==> src/rtl/spi_stat_pkg.sv <==
package spi_stat_pkg;

  localparam int FIN_POS = 0;
  localparam int MF_POS  = 1;
  localparam int TXE_POS = 2;
  localparam int TXF_POS = 3;
  localparam int RXE_POS = 4;
  localparam int RXF_POS = 5;
  localparam int COL_POS = 6;
  localparam int USED_BITS  = 7;
  localparam int NUM_STICKY = 4;

  // sticky index: 0 mode fault, 1 transmit error, 2 receive error, 3 collision
  function automatic int stickyPos(input int idx);
    case (idx)
      0: stickyPos = MF_POS;
      1: stickyPos = TXE_POS;
      2: stickyPos = RXE_POS;
      default: stickyPos = COL_POS;
    endcase
  endfunction

  typedef struct packed {
    logic finSet;
    logic finClr;
    logic txSet;
    logic txClr;
    logic rxSet;
    logic rxClr;
    logic [NUM_STICKY-1:0] errSet;
    logic [NUM_STICKY-1:0] errClr;
  } statStrobes_t;

endpackage

==> src/rtl/spi_stat_ctrl.sv <==
module spi_stat_ctrl
  import spi_stat_pkg::*;
#(
  parameter int STAT_W = 16
) (
  input  logic              xferStart,
  input  logic              xferEnd,
  input  logic              modeFault,
  input  logic              isMaster,
  input  logic              collision,
  input  logic              txWrite,
  input  logic              rxRead,
  input  logic              statWrite,
  input  logic [STAT_W-1:0] wrData,
  input  logic              txFullNow,
  input  logic              rxFullNow,
  output statStrobes_t      strobes
);

  logic [NUM_STICKY-1:0] rawSet;
  logic unusedWrBits;

  assign unusedWrBits = ^wrData;

  always_comb begin
    rawSet[0] = modeFault & isMaster;
    rawSet[1] = xferStart & ~txFullNow;
    rawSet[2] = xferEnd & rxFullNow & ~rxRead;
    rawSet[3] = collision;
  end

  generate
    for (genvar i = 0; i < NUM_STICKY; i++) begin : g_errStrobe
      assign strobes.errSet[i] = rawSet[i];
      assign strobes.errClr[i] = statWrite & wrData[stickyPos(i)];
    end
  endgenerate

  assign strobes.finSet = xferEnd;
  assign strobes.finClr = xferStart;
  assign strobes.txSet  = txWrite;
  assign strobes.txClr  = xferStart;
  assign strobes.rxSet  = xferEnd;
  assign strobes.rxClr  = rxRead;

endmodule

==> src/rtl/spi_stat_dp.sv <==
module spi_stat_dp
  import spi_stat_pkg::*;
#(
  parameter int STAT_W = 16
) (
  input  logic              clk,
  input  logic              rst_n,
  input  statStrobes_t      strobes,
  output logic              txFullNow,
  output logic              rxFullNow,
  output logic [STAT_W-1:0] statWord
);

  logic finReg;
  logic txReg;
  logic rxReg;
  logic [NUM_STICKY-1:0] errReg;

  // start of a new word beats the end of the previous one
  always_ff @(posedge clk or negedge rst_n) begin
    if (!rst_n)                finReg <= 1'b1;
    else if (strobes.finClr)   finReg <= 1'b0;
    else if (strobes.finSet)   finReg <= 1'b1;
  end

  // a refill in the loading cycle leaves the buffer full
  always_ff @(posedge clk or negedge rst_n) begin
    if (!rst_n)                txReg <= 1'b0;
    else if (strobes.txSet)    txReg <= 1'b1;
    else if (strobes.txClr)    txReg <= 1'b0;
  end

  // a new word beats a read of the old one
  always_ff @(posedge clk or negedge rst_n) begin
    if (!rst_n)                rxReg <= 1'b0;
    else if (strobes.rxSet)    rxReg <= 1'b1;
    else if (strobes.rxClr)    rxReg <= 1'b0;
  end

  generate
    for (genvar i = 0; i < NUM_STICKY; i++) begin : g_sticky
      always_ff @(posedge clk or negedge rst_n) begin
        if (!rst_n)                   errReg[i] <= 1'b0;
        else if (strobes.errSet[i])   errReg[i] <= 1'b1;
        else if (strobes.errClr[i])   errReg[i] <= 1'b0;
      end
    end
  endgenerate

  assign txFullNow = txReg;
  assign rxFullNow = rxReg;

  always_comb begin
    statWord = '0;
    statWord[FIN_POS] = finReg;
    statWord[TXF_POS] = txReg;
    statWord[RXF_POS] = rxReg;
    for (int i = 0; i < NUM_STICKY; i++) begin
      statWord[stickyPos(i)] = errReg[i];
    end
  end

endmodule

==> src/rtl/spi_stat_word.sv <==
module spi_stat_word
  import spi_stat_pkg::*;
#(
  parameter int STAT_W = 16
) (
  input  logic              clk,
  input  logic              rst_n,
  input  logic              xferStart,
  input  logic              xferEnd,
  input  logic              modeFault,
  input  logic              isMaster,
  input  logic              collision,
  input  logic              txWrite,
  input  logic              rxRead,
  input  logic              statWrite,
  input  logic [STAT_W-1:0] wrData,
  output logic [STAT_W-1:0] statWord
);

  statStrobes_t strobes;
  logic txFullNow;
  logic rxFullNow;

  spi_stat_ctrl #(.STAT_W(STAT_W)) u_ctrl (
    .xferStart (xferStart),
    .xferEnd   (xferEnd),
    .modeFault (modeFault),
    .isMaster  (isMaster),
    .collision (collision),
    .txWrite   (txWrite),
    .rxRead    (rxRead),
    .statWrite (statWrite),
    .wrData    (wrData),
    .txFullNow (txFullNow),
    .rxFullNow (rxFullNow),
    .strobes   (strobes)
  );

  spi_stat_dp #(.STAT_W(STAT_W)) u_dp (
    .clk       (clk),
    .rst_n     (rst_n),
    .strobes   (strobes),
    .txFullNow (txFullNow),
    .rxFullNow (rxFullNow),
    .statWord  (statWord)
  );

endmodule

==> config.mk <==
export PLATFORM = sky130hd
export DESIGN_NAME = spi_stat_word
export DESIGN_NICKNAME = d
export VERILOG_FILES = /design/src/rtl/spi_stat_pkg.sv /design/src/rtl/spi_stat_ctrl.sv /design/src/rtl/spi_stat_dp.sv /design/src/rtl/spi_stat_word.sv
export SDC_FILE = /design/constraint.sdc
export NUM_CORES = 1
export LEC_CHECK = 0
export BUFFER_PORTS_ARGS = -buffer_cell sky130_fd_sc_hd__buf_2
export CAP_MARGIN = 10
export CORE_UTILIZATION = 34
export CTS_CLUSTER_SIZE = 12
export DETAILED_ROUTE_END_ITERATION = 10
export MAX_ROUTING_LAYER = met4
export PLACE_DENSITY = 0.75
export SLEW_MARGIN = 10
export SYNTH_ARGS = -nofsm -noshare
export SYNTH_HDL_FRONTEND = slang
export SYNTH_HIERARCHICAL = 1
export SYNTH_SLANG_ARGS = --single-unit
export TNS_END_PERCENT = 5
==> constraint.sdc <==
create_clock -name clk -period 1.3 [get_ports clk]
set_clock_uncertainty 0.2 [all_clocks]
set_input_delay 0.13 -clock clk [delete_from_list [all_inputs] [get_ports clk]]
set_output_delay 0.13 -clock clk [all_outputs]
set_load 0.03 [all_outputs]
## After elaboration in Yosys (flattened, before gate mapping)

Index checks and enable logic that the tools add are counted.

| storage, ports and cells | value |
|---|---|
| flip-flop bits (word level) | 7 |
| output and inout port bits | 16 |
| bits of input ports | 26 |
| logic and storage cells | 38 |

| operators by class | value |
|---|---|
| bitwise gates (word level) | 10 |
| muxes and demuxes | 14 |
| reductions and logical operators | 7 |

Operators by type and width:

| kind | count |
|---|---|
| $mux W1 | 14 |
| $reduce_bool A2 Y1 | 7 |
| $and A1 B1 Y1 | 8 |
| $not A1 Y1 | 2 |

## Depth between registers and ports, before layout

Gate-level depths: netlist (run 1).

| logic depth | value |
|---|---|
| depth in word-level cells | 3 |
| gate-level depth with buffers | 3 |
| gate-level depth less buffers | 3 |

## Cells and area by module

Netlist (run 1), hierarchy kept.

By module, submodules not included:

| module | seq. area each (um2) | times used | cells each | area an instance (um2) |
|---|---|---|---|---|
| spi_stat_dp | 176.4 | 1 | 34 | 345.3 |
| spi_stat_ctrl | 0.0 | 1 | 14 | 98.8 |

## Worst setup path after synthesis (run 1)

OpenSTA, ideal clock, no wires.

| timing path | value |
|---|---|
| kind | reg2reg |
| start | reg u_dp/statWord[1] (netlist name) |
| end | reg u_dp.errReg[0], in the netlist u_dp/statWord[1] |
| data arrival time | 673 ps |
| setup slack | 308 ps |
| clock period less this slack | 992 ps |
| required time | 982 ps |
| path buffers | 0 |
| setup time | 118 ps |
| stages on the path, launching flop included | 2 |
| cell sequence | dfrtp_1 > a21o_1 |

RTL lines:

| element | line | source |
|---|---|---|
| end signal: indexed assignment | spi_stat_dp.sv:43 | `if (!rst_n) errReg[i] <= 1'b0;` |
| end signal: indexed assignment | spi_stat_dp.sv:44 | `else if (strobes.errSet[i]) errReg[i] <= 1'b1;` |
| end signal: indexed assignment | spi_stat_dp.sv:45 | `else if (strobes.errClr[i]) errReg[i] <= 1'b0;` |
| end: declaration | spi_stat_dp.sv:17 | `logic [NUM_STICKY-1:0] errReg;` |

## Worst setup path after layout (run 1)

| timing path | value |
|---|---|
| start | reg u_dp.finReg |
| end | out statWord[0] |

RTL lines:

| element | line | source |
|---|---|---|
| start: declaration | spi_stat_dp.sv:14 | `logic finReg;` |
| start signal: assignment | spi_stat_dp.sv:21 | `if (!rst_n) finReg <= 1'b1;` |
| start signal: assignment | spi_stat_dp.sv:22 | `else if (strobes.finClr) finReg <= 1'b0;` |
| start signal: assignment | spi_stat_dp.sv:23 | `else if (strobes.finSet) finReg <= 1'b1;` |
| end: declaration | spi_stat_word.sv:17 | `output logic [STAT_W-1:0] statWord` |

No word-level cell between the ends.

==> results of run 1 <==
## kinds of logic (layout without fill, tap and decap cells)
logic type	count (synthesis)	after routing	synth area share [%]
flops	7	7	39.7
buf+inv	25	38	37.2
simple gates	9	9	12.1
compound gates	6	6	10.1
other cells	1	9	0.844
## layer usage
layer	global-route usage, %	share of wire [%]	up-vias
met5	-	0	-
met4	10.7	0	0
met3	2.33	8.3	0
met2	26.7	56	19
met1	10.4	36	145
li1	-	-	158
## flip-flops by register name (all words and copies together), names as in the netlist
signal          flops
u_dp/statWord       4
u_dp/rxFullNow      1
u_dp/txFullNow      1
u_dp/finReg         1
## report_power, final
part	leakage, nW	switching, mW	internal (mW)
Clock	0.0150	0.0740	0.117
Combinational	0.224	0.109	0.0638
Sequential	0.0772	0.0104	0.240
## through the flow
stage	hold WS [ns]	setup WS [ns]	power [mW]	cell area [sq um]	utilization, %
floorplan	-0.366	0.308	0.403	474	-
global placement	-0.232	0.278	0.404	449	38.9
detailed placement	-0.227	0.279	0.407	449	38.9
CTS	0.0352	0.00268	0.627	556	48.1
global route	0.0456	0.0188	0.657	558	48.3
finish	0.0515	0.0555	0.614	558	48.3
## worst paths after layout
check,slack [ns],depth (start not counted),endpoint,startpoint
max,0.06,1,statWord[0],u_dp/finReg$_DFFE_PN1P_
min,0.05,2,u_dp/txFullNow$_DFFE_PN0P_,rst_n
max reg2reg,0.29,2,u_dp/statWord[4]$_DFFE_PN0P_,u_dp/rxFullNow$_DFFE_PN0P_
min reg2reg,0.27,1,u_dp/statWord[4]$_DFFE_PN0P_,u_dp/statWord[4]$_DFFE_PN0P_
max in group asynchronous,0.62,2,u_dp/finReg$_DFFE_PN1P_,rst_n
min in group clk,0.08,4,u_dp/statWord[2]$_DFFE_PN0P_,wrData[2]
## Yosys cell counts
master    n  share of area (%)
buf_4    19                 32
a21o_1    6                 10
dfrtp_1   6                 34
inv_1     6                5.1
and2_1    5                7.0
nor2_1    2                1.7
and3b_1   1                2.0
conb_1    1               0.84
dfstp_2   1                5.9
nor2b_1   1                1.4
## what timing repair did
item	4_1_cts	5_1_grt
hold buffers	8	0
endpoints found under the hold margin	12	0
gates resized for setup	0	2
endpoints found under the setup margin	0	1
## cell type report
cell class              count  share of cell area, %
clock buffers               4                   4.71
inverters                   6                   4.04
multi-input cells          24                   23.8
flip-flops and latches      7                   31.6
repair buffers             28                   32.7
well taps                  14                   3.14
==> flow_metrics.env, run 1 <==
export IMPL_grt_overflow_total=0
export IMPL_wl_per_cell_microns=8.70
export IMPL_final_cell_mix="buf_2 (19), conb_1 (9), dlygate4sd3_1 (8)"
export IMPL_start_util_pct=38.4
export IMPL_grt_pass1_wl_microns=1250
export IMPL_syn_area_per_cell_sq_um=9.25
export IMPL_status="completed"
export IMPL_clkLatencyLatePin_ns=0.24
export IMPL_crit_path_cell_trace="buf_4"
export IMPL_nFillCells=116
export IMPL_min_period_ns=1.24
export IMPL_cpPeakStageDelay_ns=0.52
export IMPL_setup_viol=0
export IMPL_dieArea_sq_mm=0.00146
export IMPL_p_per_area_mw_per_mm2=1100
export IMPL_first_pass_iters=1
export IMPL_cts_max_path_buffers=2
export IMPL_peakVddDrop_uv=530
export IMPL_grt_usage_pct=13.5
export IMPL_num_rows=12
export IMPL_max_cap_violations=0
export IMPL_critPathArrivalTime_ns=0.91
export IMPL_h_tree_depth=1
export IMPL_rsz0062_at_grt="no"
export IMPL_critical_path_class="register to output port"
export IMPL_routabilityCongestion=0.603
export IMPL_drtIter0Drc=0
export IMPL_fmax_mhz=804
export IMPL_via_per_inst=3.88
export IMPL_coreArea_sq_mm=0.00116
export IMPL_cts_num_sinks=7
export IMPL_cts_root_buffer="clkbuf_4"
export IMPL_ant_nets=0
export IMPL_hpwl_microns=468
export IMPL_seq_area_sq_um=176
export IMPL_antenna_found_initial=0
export IMPL_crit_fanout=2
export IMPL_yosysWarnings=6
export IMPL_io_pins=42
export IMPL_synth_seq_cells=7
export IMPL_nets=96
export IMPL_final_common_cell="buf_2"
export IMPL_cts_tree="built"
export IMPL_die_h_microns=38.1
export IMPL_cts_made_buffers=3
export IMPL_worst_path_buf_inv=1
export IMPL_cp_top_family="flip-flops"
export IMPL_synthDistinctLibCells=10
export IMPL_cp_required_ns=0.97
export IMPL_multi_input_area_sq_um=133
export IMPL_synthCells=48
export IMPL_via_count=322
export IMPL_die_w_microns=38.1
export IMPL_syn_area_sq_um=444
export IMPL_antenna_cells=0
export IMPL_hold_violations=0
export IMPL_placed_cells=71
export IMPL_grt_pass1_vias=343
export IMPL_final_layout_size_suffix_gt1_share_pct=34.8
export IMPL_fin_setup_tns_ns=0
export IMPL_syn2layout_area_growth_pct=25.6
export IMPL_ys_seq_area_share_pct=39.7
export IMPL_wl_microns=722
export IMPL_post_cts_buffers=0
export IMPL_end_kind="output port"
export IMPL_final_cells=83
export IMPL_crit_slowest_cell="dfstp_2"
export IMPL_slew_violations=0
export IMPL_hold_path_class="input port to asynchronous set/reset pin"
export IMPL_drc_errors=0
export IMPL_grt_max_degree=8
export IMPL_p_leak_nw=0.317
export IMPL_start_kind="register"
export IMPL_clkSlewWorstSetupHoldPaths_ns=0.05
export IMPL_finalCritPeriodShare_pct=95.7
export IMPL_portBuffers=20
Power figures use the tool's default switching activity.
==> inputs of run 2 (changes only) <==
--- a/config.mk
+++ b/config.mk
@@ -10,8 +10,8 @@
 export CORE_UTILIZATION = 34
 export CTS_CLUSTER_SIZE = 12
 export DETAILED_ROUTE_END_ITERATION = 10
-export MAX_ROUTING_LAYER = met4
 export PLACE_DENSITY = 0.75
+export RECOVER_POWER = 25
 export SLEW_MARGIN = 10
 export SYNTH_ARGS = -nofsm -noshare
 export SYNTH_HDL_FRONTEND = slang
==> flow_metrics.env, run 2 (synthesis results as in run 1) <==
export IMPL_hold_path_class="input port to register"
export IMPL_antenna_found_initial=0
export IMPL_critPathArrivalTime_ns=0.91
export IMPL_rrSetupSlack_ns=0.29
export IMPL_cpPeakStageDelay_ns=0.52
export IMPL_cts_root_buffer="clkbuf_4"
export IMPL_status="completed"
export IMPL_combinationalPowerShare_pct=28.1
export IMPL_p_sw_share_pct=31.5
export IMPL_place_ws_ns=0.279
export IMPL_nFillCells=117
export IMPL_final_cells=83
export IMPL_die_w_microns=38.1
export IMPL_p_leak_nw=0.314
export IMPL_final_cell_mix="buf_2 (18), conb_1 (9), dlygate4sd3_1 (8)"
export IMPL_hold_violations=0
export IMPL_wl_per_cell_microns=8.66
export IMPL_wl_microns=719
export IMPL_final_common_cell="buf_2"
export IMPL_h_tree_depth=1
export IMPL_largest_reg_flops=4
export IMPL_grt_usage_pct=13.2
export IMPL_drc_errors=0
export IMPL_portBuffers=20
export IMPL_min_from="wrData[2]"
export IMPL_via_per_inst=3.90
export IMPL_cts_num_sinks=7
export IMPL_num_rows=12
export IMPL_crit_path_cell_trace="buf_4"
export IMPL_final_layout_size_suffix_gt1_share_pct=33.3
export IMPL_cts_made_buffers=3
export IMPL_fin_setup_tns_ns=0
export IMPL_worstReg2RegStart="u_dp/rxFullNow$_DFFE_PN0P_"
export IMPL_start_util_pct=38.4
export IMPL_finalCritPeriodShare_pct=95.7
export IMPL_worst_slack_ns=0.0555
export IMPL_cp_required_ns=0.97
export IMPL_post_cts_buffers=0
export IMPL_via_count=324
export IMPL_antenna_cells=0
export IMPL_max_cap_violations=0
export IMPL_setup_viol=0
export IMPL_crit_slowest_cell="dfstp_2"
export IMPL_placed_cells=71
export IMPL_coreArea_sq_mm=0.00116
export IMPL_min_period_ns=1.24
export IMPL_nets=96
export IMPL_r2r_end="u_dp/statWord[4]$_DFFE_PN0P_"
export IMPL_p_int_mw=0.420
export IMPL_grt_pass1_vias=343
export IMPL_end_kind="output port"
export IMPL_whs_path_depth=4
export IMPL_routabilityCongestion=0.599
export IMPL_peakVddDrop_uv=530
export IMPL_p_seq_share_pct=40.9
export IMPL_clkSlewWorstSetupHoldPaths_ns=0.05
export IMPL_syn2layout_area_growth_pct=25.4
export IMPL_cts_tree="built"
export IMPL_worstRegToRegCells=2
export IMPL_ant_nets=0
export IMPL_min_to="u_dp/statWord[2]$_DFFE_PN0P_"
export IMPL_cp_top_family="flip-flops"
export IMPL_worst_path_buf_inv=1
export IMPL_critical_path_class="register to output port"
export IMPL_grt_overflow_total=0
export IMPL_first_pass_iters=1
export IMPL_hpwl_microns=468
export IMPL_clkPwrFrac_pct=31.1
export IMPL_fmax_mhz=804
export IMPL_drtIter0Drc=0
export IMPL_p_per_area_mw_per_mm2=1100
export IMPL_grt_pass1_wl_microns=1250
export IMPL_crit_fanout=2
export IMPL_grt_max_degree=8
export IMPL_cts_max_path_buffers=2
export IMPL_dieArea_sq_mm=0.00146
export IMPL_start_kind="register"
export IMPL_slew_violations=0
export IMPL_io_pins=42
export IMPL_power_switching_mw=0.193
export IMPL_rsz0062_at_grt="no"
export IMPL_clkLatencyLatePin_ns=0.24
export IMPL_whs_ns=0.0770
export IMPL_die_h_microns=38.1
[run 2: cell types whose count changed in the layout (fill, tap and decap cells not counted)]
cell      change
clkbuf_1      +1
buf_2         -1
[run 2: area by class of cell]
type | count | area (sq um) | area share (%)
repair buffers | 28 | 181 | 32.6
flip-flops and latches | 7 | 176 | 31.7
multi-input cells | 24 | 133 | 23.8
clock buffers | 4 | 26.3 | 4.72
inverters | 6 | 22.5 | 4.04
well taps | 14 | 17.5 | 3.15
[run 2: how the worst max path moves through the flow]
stage | startpoint | endpoint | slack [ns] | cells past startpoint
floorplan | u_dp/statWord[1]$_DFFE_PN0P_ | u_dp/statWord[1]$_DFFE_PN0P_ | 0.31 | 1
global placement | u_dp/finReg$_DFFE_PN1P_ | statWord[0] | 0.28 | 1
detailed placement | u_dp/finReg$_DFFE_PN1P_ | statWord[0] | 0.28 | 1
CTS | u_dp/finReg$_DFFE_PN1P_ | statWord[0] | 0.003 | 1
global route | u_dp/finReg$_DFFE_PN1P_ | statWord[0] | 0.02 | 1
finish | u_dp/finReg$_DFFE_PN1P_ | statWord[0] | 0.06 | 1
[run 2: power groups by stage]
stage / logic (mW) / clock network, mW / registers [mW]
floorplan: 0.120 / 0 / 0.283
global placement: 0.151 / 0 / 0.254
detailed placement: 0.153 / 0 / 0.254
CTS: 0.171 / 0.205 / 0.251
global route: 0.186 / 0.216 / 0.254
finish: 0.172 / 0.191 / 0.251
[run 2: per-layer routing]
metal | vias up | global-route usage [%] | wire [microns]
met5 | - | 0 | 0
met1 | 147 | 10.4 | 256
met2 | 19 | 26.7 | 402
li1 | 158 | - | -
met3 | 0 | 2.33 | 60
met4 | 0 | 10.7 | 0
[run 2: metrics by stage]
stage / utilization [%] / instance area [sq um] / power [mW]
after CTS: 48.1 / 556 / 0.627
after detailed placement: 38.9 / 449 / 0.407
after global placement: 38.9 / 449 / 0.404
final: 48.2 / 557 / 0.614
after global routing: 48.2 / 557 / 0.657
after floorplan: - / 474 / 0.403
[run 2: what timing repair did]
item                                    in CTS  in global routing
hold buffers                                 8                  0
endpoints found under the setup margin       0                  1
hold endpoints to repair                    12                  0
gates resized for setup                      0                  2
==> inputs of run 3 (changes only) <==
--- a/config.mk
+++ b/config.mk
@@ -5,12 +5,13 @@
 export SDC_FILE = /design/constraint.sdc
 export NUM_CORES = 1
 export LEC_CHECK = 0
+export ABC_AREA = 1
 export BUFFER_PORTS_ARGS = -buffer_cell sky130_fd_sc_hd__buf_2
 export CAP_MARGIN = 10
-export CORE_UTILIZATION = 34
+export CORE_UTILIZATION = 35
 export CTS_CLUSTER_SIZE = 12
 export DETAILED_ROUTE_END_ITERATION = 10
-export PLACE_DENSITY = 0.75
+export PLACE_DENSITY = 0.76
 export RECOVER_POWER = 25
 export SLEW_MARGIN = 10
 export SYNTH_ARGS = -nofsm -noshare
==> flow_metrics.env, run 3 <==
export IMPL_fmax_mhz=797
export IMPL_min_period_ns=1.26
export IMPL_wl_per_cell_microns=7.44
export IMPL_first_pass_iters=2
export IMPL_nets=118
export IMPL_peakVddDrop_uv=686
export IMPL_clkSlewWorstSetupHoldPaths_ns=0.05
export IMPL_via_per_inst=3.55
export IMPL_setup_viol=0
export IMPL_stdcell_area_sq_um=616
export IMPL_worstRegToRegCells=2
export IMPL_end_kind="output port"
export IMPL_synth_fa_ha_area_share_pct=0
export IMPL_placed_area_sq_um=478
export IMPL_worst_path_buf_inv=1
export IMPL_io_pins=42
export IMPL_antenna_cells=0
export IMPL_post_cts_buffers=0
export IMPL_synthDistinctLibCells=7
export IMPL_syn_area_sq_um=473
export IMPL_antenna_found_initial=0
export IMPL_p_per_area_mw_per_mm2=1030
export IMPL_worstReg2RegStart="u_dp/finReg$_DFFE_PN1P_"
export IMPL_synth_ff_type="dfrtp_1"
export IMPL_synth_area_leaders="dfrtp_1 (32%), buf_4 (30%), inv_1 (14%)"
export IMPL_drtIter0Drc=2
export IMPL_h_tree_depth=1
export IMPL_cp_top_family="flip-flops"
export IMPL_synthXorXnorAreaFrac_pct=0
export IMPL_final_layout_size_suffix_gt1_share_pct=25.3
export IMPL_synth_edf_count=0
export IMPL_cts_made_buffers=3
export IMPL_crit_path_cell_trace="buf_4"
export IMPL_grt_pass1_wl_microns=1260
export IMPL_yosysWarnings=6
export IMPL_cts_num_sinks=7
export IMPL_synth_largest_area_cell="dfrtp_1"
export IMPL_cts_max_path_buffers=2
export IMPL_cp_required_ns=0.97
export IMPL_synth_seq_cells=7
export IMPL_critPathArrivalTime_ns=0.93
export IMPL_ys_seq_area_share_pct=37.3
export IMPL_finalCritPeriodShare_pct=96.6
export IMPL_via_count=373
export IMPL_max_cap_violations=0
export IMPL_nFillCells=131
export IMPL_whs_path_depth=6
export IMPL_coreArea_sq_mm=0.00119
export IMPL_die_h_microns=38.8
export IMPL_grt_usage_pct=13.1
export IMPL_dieArea_sq_mm=0.00150
export IMPL_hpwl_microns=558
export IMPL_grt_pass1_vias=373
export IMPL_largest_reg_flops=4
export IMPL_slew_violations=0
export IMPL_crit_slowest_cell="dfstp_2"
export IMPL_clkLatencyLatePin_ns=0.25
export IMPL_die_w_microns=38.8
export IMPL_netlist_area_leader_share_pct=31.7
export IMPL_syn2layout_area_growth_pct=30.2
export IMPL_start_util_pct=39.9
export IMPL_synth_compound_area_share_pct=0
export IMPL_fin_setup_tns_ns=0
export IMPL_synth_common_cells="buf_4 (19), inv_1 (18), nand2_1 (18), dfrtp_1 (6), nor2_1 (4)"
export IMPL_grt_overflow_total=0
export IMPL_routabilityCongestion=0.578
export IMPL_hold_path_class="input port to register"
export IMPL_p_leak_nw=0.392
export IMPL_min_from="wrData[6]"
export IMPL_yosys_area_share_simple_pct=17.5
export IMPL_synthMuxAreaShare_pct=0
export IMPL_cts_root_buffer="clkbuf_4"
export IMPL_start_kind="register"
export IMPL_final_cell_mix="buf_2 (18), nand2_1 (18), inv_1 (18)"
export IMPL_crit_fanout=2
export IMPL_cts_tree="built"
export IMPL_ant_nets=0
export IMPL_min_to="u_dp/statWord[6]$_DFFE_PN0P_"
export IMPL_status="completed"
export IMPL_setup_worst_path_start="u_dp/finReg$_DFFE_PN1P_"
export IMPL_cpPeakStageDelay_ns=0.53
export IMPL_rsz0062_at_grt="no"
export IMPL_num_rows=12
export IMPL_rrSetupSlack_ns=0.39
export IMPL_portBuffers=20
export IMPL_yosysMostFrequentCell="buf_4"
export IMPL_hold_violations=0
export IMPL_synthCells=67
export IMPL_synth_top_family_by_area="buffers and inverters"
export IMPL_r2r_end="u_dp/finReg$_DFFE_PN1P_"
export IMPL_critical_path_class="register to output port"
export IMPL_grt_max_degree=8
export IMPL_syn_area_per_cell_sq_um=7.06
export IMPL_wl_microns=781
export IMPL_synthArstFlopShare_pct=100
export IMPL_drc_errors=0
-- run 3: changes by cell type after synthesis --
cell,change
nand2_1,+18
inv_1,+12
a21o_1,-6
and2_1,-5
nor2_1,+2
and3b_1,-1
nor2b_1,-1
-- run 3: logic make-up after synthesis --
kind of cell / after synthesis
other: 1
and+or+nand+nor: 22
DFF: 7
buffers and inverters: 37
-- run 3: how the worst max path moves through the flow --
stage / slack [ns] / cells past startpoint / to
2_1_floorplan: 0.32 / 1 / statWord[0]
3_3_place_gp: 0.28 / 1 / statWord[0]
3_5_place_dp: 0.27 / 1 / statWord[0]
4_1_cts: 0.03 / 1 / statWord[0]
5_1_grt: 0.02 / 1 / statWord[0]
6_report: 0.04 / 1 / statWord[0]
-- run 3: metrics by stage --
step | power (mW) | utilization (%) | setup WS [ns] | std cells | hold slack, ns
after CTS | 0.645 | 52.0 | 0.0280 | 105 | 0.00145
after global routing | 0.678 | 51.9 | 0.0173 | 105 | 0.0375
final | 0.632 | 51.9 | 0.0447 | 105 | 0.00203
after floorplan | 0.405 | - | 0.321 | 75 | -0.366
after global placement | 0.409 | 40.3 | 0.278 | 90 | -0.230
after detailed placement | 0.413 | 40.3 | 0.274 | 90 | -0.225
-- run 3: timing repair --
item	CTS	global route
hold buffers	11	0
hold endpoints to repair	14	0
endpoints found under the setup margin	1	0
gates resized for setup	1	0
-- run 3: layout make-up --
class | instances | area [sq um] | area share, %
repair buffers | 31 | 211 | 34.3
flip-flops and latches | 7 | 176 | 28.7
multi-input cells | 31 | 116 | 18.9
inverters | 18 | 67.6 | 11.0
clock buffers | 4 | 26.3 | 4.27
well taps | 14 | 17.5 | 2.85
-- run 3: routing by layer --
metal | track usage (%) | wire (microns)
met1 | 11.0 | 334
met2 | 23.8 | 400
met3 | 5.20 | 46
met4 | 10.3 | 0
met5 | 0 | 0
-- run 3: power breakdown --
part | internal [mW] | total [mW] | leakage, nW | switching [mW]
registers | 0.240 | 0.251 | 0.0772 | 0.0109
clock network | 0.117 | 0.197 | 0.0150 | 0.0800
logic | 0.0645 | 0.183 | 0.299 | 0.119
